<file path="src/rtl/addmv_pkg.sv">
package addmv_pkg;
  typedef enum logic {
    OPC_ADD = 1'b0,
    OPC_MVN = 1'b1
  } opc_e;

  typedef struct packed {
    logic n;
    logic z;
    logic c;
    logic v;
  } nzcv_t;
endpackage

</file>
<file path="src/rtl/addmv_rst_sync.sv">
module addmv_rst_sync #(
  parameter int STAGES = 2
) (
  input  logic clk,
  input  logic arst_n,
  output logic srst_n
);
  logic [STAGES-1:0] sync_q;

  always_ff @(posedge clk or negedge arst_n) begin
    if (!arst_n) sync_q <= '0;
    else         sync_q <= {sync_q[STAGES-2:0], 1'b1};
  end

  assign srst_n = sync_q[STAGES-1];
endmodule

</file>
<file path="src/rtl/addmv_core.sv">
module addmv_core
  import addmv_pkg::*;
#(
  parameter int DW = 32
) (
  input  logic [DW-1:0] opa,
  input  logic [DW-1:0] opb,
  input  opc_e          opc,
  output logic [DW-1:0] res,
  output logic          add_carry,
  output logic          add_ovf
);
  logic [DW:0]   sum_wide;
  logic [DW-1:0] ovf_vec;

  always_comb begin
    sum_wide  = {1'b0, opa} + {1'b0, opb};
    ovf_vec   = ~(opa ^ opb) & (opa ^ sum_wide[DW-1:0]);
    add_carry = sum_wide[DW];
    add_ovf   = ovf_vec[DW-1];
    if (opc == OPC_MVN) res = ~opb;
    else                res = sum_wide[DW-1:0];
  end
endmodule

</file>
<file path="src/rtl/addmv_flags.sv">
module addmv_flags
  import addmv_pkg::*;
#(
  parameter int DW     = 32,
  parameter int AW     = 4,
  parameter int PC_IDX = 15
) (
  input  logic          issue,
  input  logic          set_flags,
  input  logic [AW-1:0] dst_idx,
  input  opc_e          opc,
  input  logic [DW-1:0] res,
  input  logic          add_carry,
  input  logic          add_ovf,
  input  logic          shift_carry,
  input  logic [DW-1:0] cur_sr,
  input  logic [DW-1:0] saved_sr,
  output logic [DW-1:0] nxt_sr
);
  localparam int FLAG_LO = DW - 4;
  localparam logic [AW-1:0] PC_SEL = AW'(PC_IDX);

  nzcv_t old_f, new_f;

  always_comb begin
    old_f   = cur_sr[DW-1:FLAG_LO];
    new_f.n = res[DW-1];
    new_f.z = (res == '0);
    if (opc == OPC_MVN) begin
      new_f.c = shift_carry;
      new_f.v = old_f.v;
    end else begin
      new_f.c = add_carry;
      new_f.v = add_ovf;
    end

    nxt_sr = cur_sr;
    if (issue && set_flags) begin
      if (dst_idx == PC_SEL) nxt_sr = saved_sr;
      else                   nxt_sr = {new_f, cur_sr[FLAG_LO-1:0]};
    end
  end
endmodule

</file>
<file path="src/rtl/addmv_exec.sv">
module addmv_exec
  import addmv_pkg::*;
#(
  parameter int DW     = 32,
  parameter int AW     = 4,
  parameter int PC_IDX = 15
) (
  input  logic          clk,
  input  logic          rst_n,
  input  logic          issue,
  input  logic          op_sel,
  input  logic          set_flags,
  input  logic [AW-1:0] dst_idx,
  input  logic [DW-1:0] opa,
  input  logic [DW-1:0] opb,
  input  logic          shift_carry,
  input  logic [DW-1:0] saved_status,
  output logic [DW-1:0] result,
  output logic          rd_wr_en,
  output logic [DW-1:0] status_nxt,
  output logic [DW-1:0] status
);
  logic          srst_n;
  logic          a_carry, a_ovf;
  logic          sr_en;
  logic [DW-1:0] sr_q;
  opc_e          opc;

  assign opc = opc_e'(op_sel);

  addmv_rst_sync #(.STAGES(2)) u_rst (
    .clk    (clk),
    .arst_n (rst_n),
    .srst_n (srst_n)
  );

  addmv_core #(.DW(DW)) u_core (
    .opa       (opa),
    .opb       (opb),
    .opc       (opc),
    .res       (result),
    .add_carry (a_carry),
    .add_ovf   (a_ovf)
  );

  addmv_flags #(.DW(DW), .AW(AW), .PC_IDX(PC_IDX)) u_flags (
    .issue       (issue),
    .set_flags   (set_flags),
    .dst_idx     (dst_idx),
    .opc         (opc),
    .res         (result),
    .add_carry   (a_carry),
    .add_ovf     (a_ovf),
    .shift_carry (shift_carry),
    .cur_sr      (sr_q),
    .saved_sr    (saved_status),
    .nxt_sr      (status_nxt)
  );

  assign sr_en    = issue & set_flags;
  assign rd_wr_en = issue;

  always_ff @(posedge clk or negedge srst_n) begin
    if (!srst_n)    sr_q <= '0;
    else if (sr_en) sr_q <= status_nxt;
  end

  assign status = sr_q;
endmodule

</file>
<file path="config.mk">
export PLATFORM = sky130hd
export DESIGN_NAME = addmv_exec
export DESIGN_NICKNAME = d
export VERILOG_FILES = /design/src/rtl/addmv_pkg.sv /design/src/rtl/addmv_rst_sync.sv /design/src/rtl/addmv_core.sv /design/src/rtl/addmv_flags.sv /design/src/rtl/addmv_exec.sv
export SDC_FILE = /design/constraint.sdc
export NUM_CORES = 1
export LEC_CHECK = 0
export BUFFER_PORTS_ARGS = -buffer_cell sky130_fd_sc_hd__clkbuf_2
export CORE_ASPECT_RATIO = 0.6
export CORE_UTILIZATION = 45
export CTS_BUF_LIST = sky130_fd_sc_hd__clkbuf_4
export CTS_CLUSTER_DIAMETER = 60
export DETAILED_ROUTE_END_ITERATION = 10
export GPL_TIMING_DRIVEN = 0
export HOLD_SLACK_MARGIN = 0.02
export PLACE_DENSITY = 0.89
export SLEW_MARGIN = 10
export SYNTH_ARGS = -nofsm -noshare
export SYNTH_HDL_FRONTEND = slang
export SYNTH_HIERARCHICAL = 1
export SYNTH_SLANG_ARGS = --single-unit
</file>
<file path="constraint.sdc">
create_clock -name clk -period 6.4 [get_ports clk]
set_input_delay 0.96 -clock clk [delete_from_list [all_inputs] [get_ports clk]]
set_output_delay 0.96 -clock clk [all_outputs]
set_load 0.01 [all_outputs]
</file>
==> metrics.txt <==
Initial Util=between 40 and 50%; worst hold path type=flip-flop to asynchronous set/reset pin; Post-Route WL=between 10 and 15 mm; total CTS buffers=5; first-pass GRT wire length=18.9 mm; reg-to-reg slack, setup=roughly 5.3 ns; row cnt=26; simple-gate share of the synthesized area=12.8%; count of pins over their slew limit=0; Worst-path clk slew=about 0.11 ns; largest net degree at the start of global routing=22; Seq/Total Area, Yosys=between 20% and 30%; Total GRT Usage=26.8%; Synth Area in Compound Gates=18.0%; Syn Area/Cell=a little under 10 sq um; worst vdd ir=~150 uV; Post-Syn Area=slightly below 4000 sq um; Worst-Margin Slew=0.901 ns; Post-synth top flop=dfrtp_1; Via density=around 5.6; final hold vios=0; initial drt markers=about 360; Clock Sinks=34; Synth Warn #=6; P per Cell Area=roughly 220 nW/um^2; min cycle time layout=approximately 5.7 ns; chip width=123 microns; CP arrival=between 4 and 5 ns; syn_nets=between 500 and 600; Worst Path Max Fanout=4; Pre-antenna DRT Iters=4; CTS max path bufs=2; Die Ht=74.6 microns; # H-tree levels=2; Root Driver=clkbuf_4; # fillers=743; fin worst setup slack=approximately 0.68 ns; total gr overflow=0; routed vias=4,100; clk_skew=0.0127 ns; pre-CTS setup slack=roughly 0.90 ns; Gates resized, CTS repair=0; fraction of registers with async set/reset=100%; Rel. slew slack=39.9%; DPL Wire Length=around 11 mm; final setup violation count=0; CTS Hold Bufs=0; P&R area growth vs syn=31.1%; critical setup path kind=input pin to output port; Max-Cap Viols=0; CTS tree=yes; mux contribution to synthesized area=a little over a quarter; # IOs=between 200 and 250; fin nets=around 750; WL per Instance=17.6 microns; EDFF count, synth=0; CP endpoint kind=output port; number of port buffers=around 200; RSZ-0062 raised after global routing=no; Hold Slack=roughly 0.25 ns; Post-Syn Instances=a little over 400; CP required=approximately 5.4 ns; post-CTS setup buffer count=0; Leakage Power=about 2.8 nW; drt drc=0; layout cell share with drive strength beyond 1=a little under half; XOR/XNOR Fraction of Synth Area=under 10%; die area=~9000 sq um; part of the cycle the worst path needs=between 80% and 90%; Post-Synth Adder-Cell Area=10.6%; vias in the first global route=about 3.7k; Core Area=8520 sq um; Ant. Diodes=0; Highest Clock Rate=between 0.15 and 0.2 GHz; Worst Setup Start Kind=input pin; synth unique cells=53; flops & latches, synth=34; status=finished clean; setup TNS=0 ns; initial antenna violation count=0; GP Congestion=between 0.9 and 1; largest family of logic cells by synthesized area=multiplexers; Skew-Pair Late Insertion Delay=0.35 ns; Final ANT Viol Nets=0
[worst max-delay path: stages]
cell and delay [ns]:
clkbuf_2 0.09, ha_1 0.35, nand2_1 0.12, nor3_1 0.30, nand2_1 0.10, o21ai_0 0.66, a31oi_1 0.29, o21ai_1 0.29
xnor2_1 0.16, mux2i_1 0.16, nor4_1 0.27, nand4_1 0.20, nor4_1 0.49, a211o_1 0.18, clkbuf_2 0.14
[path summary, 6_finish.rpt]
check | cells past startpoint | end | startpoint
worst min-delay path | 0 | status[31] | u_rst/sync_q[1]
worst max-delay path | 15 | status_nxt[30] | opb[7]
max in group asynchronous | 1 | status[28] | u_rst/sync_q[1]
worst min register to register | 0 | status[31] | u_rst/sync_q[1]
min in group clk | 0 | u_rst/sync_q[1] | u_rst/sync_q[0]
worst max register to register | 2 | status[19] | status[19]
[cell type report]
| cell class | instances | area, sq um | area share [%] |
|---|---|---|---|
| clock inverter | 3 | 16.3 | 0.313 |
| tap | 112 | 140 | 2.70 |
| clock buffer | 5 | 37.5 | 0.723 |
| timing repair buffer | 203 | 1040 | 20.0 |
| multi-input combinational | 351 | 2950 | 56.8 |
| buffer | 14 | 138 | 2.65 |
| inverter | 6 | 22.5 | 0.434 |
| sequential | 34 | 851 | 16.4 |
[layout by cell type, fill, tap and decap left out, drive strengths merged]
master and instances:
nand2b 2, nor3 5, xnor2 12, o22a 1, inv 6, o211ai 2
o22ai 1, a21o 13, mux2 61, ha 32, nand4 9, nand2 24
mux2i 18, nand3 5, clkinvlp 1, nor2b 3, conb 1, or4 3
xor2 16, and3 2, a221oi 1, a211o 3, o21a 3, o21ai 26
nor2 33, a21oi 46, dfrtp 34, clkinv 2, and2 2, a31oi 4
a211oi 7, clkbuf 213, o31ai 3, nor4 8, a21boi 3, o21bai 1
buf 9, fa 1
[power by group]
part           internal, W  switching, W  leakage (nW)  total, W
Combinational     0.000349      0.000355          2.35  0.000703
Clock            0.0000409     0.0000790        0.0286  0.000120
Sequential        0.000274     0.0000541         0.455  0.000328
Total             0.000663      0.000488          2.84   0.00115
[routing by layer]
metal / global-route usage (%) / up-vias / share of wire (%)
met5: 0 / - / 0
met4: 6.16 / 0 / 1.6
met3: 5.83 / 20 / 7.2
met2: 41.5 / 177 / 45
met1: 38.4 / 1960 / 46
li1: - / 1943 / -
[synth_stat cells (4+ instances only)]
master | number | area share (%)
xor2_1 | 16 | 3.5
nand3_1 | 4 | 0.51
dfrtp_1 | 34 | 21
a211oi_1 | 5 | 0.95
a31oi_1 | 4 | 0.63
clkbuf_1 | 6 | 0.57
ha_1 | 32 | 10
a21o_1 | 12 | 2.3
a21oi_1 | 46 | 5.8
xnor2_1 | 12 | 2.7
o21ai_0 | 23 | 2.9
nor4_1 | 8 | 1.3
buf_12 | 5 | 2.5
nand4_1 | 7 | 1.1
inv_1 | 6 | 0.57
nand2_1 | 22 | 2.1
nor3_1 | 5 | 0.63
mux2_2 | 10 | 2.8
nor2_1 | 32 | 3.0
mux2i_1 | 18 | 4.6
mux2_4 | 51 | 19
[per-stage QoR]
step,power [W],area (sq um),instances,utilization [%]
5_1_grt,0.00123,5190,728,60.9
3_3_place_gp,0.000999,5110,719,59.9
4_1_cts,0.00115,5190,728,60.9
6_report,0.00115,5190,728,60.9
2_1_floorplan,0.000759,3960,405,-
3_5_place_dp,0.00103,5140,720,60.3
[registers in the layout (all words and copies together), names as in the netlist]
register	flops
status	32
u_rst/sync_q	2
[cells by family after synthesis]
group           after synthesis
other cells                   1
flops                        34
fa+ha+maj                    33
mux                          79
simple gates                 96
buf+inv                      20
xor+xnor                     28
compound gates              114
Power figures use the tool's default switching activity.
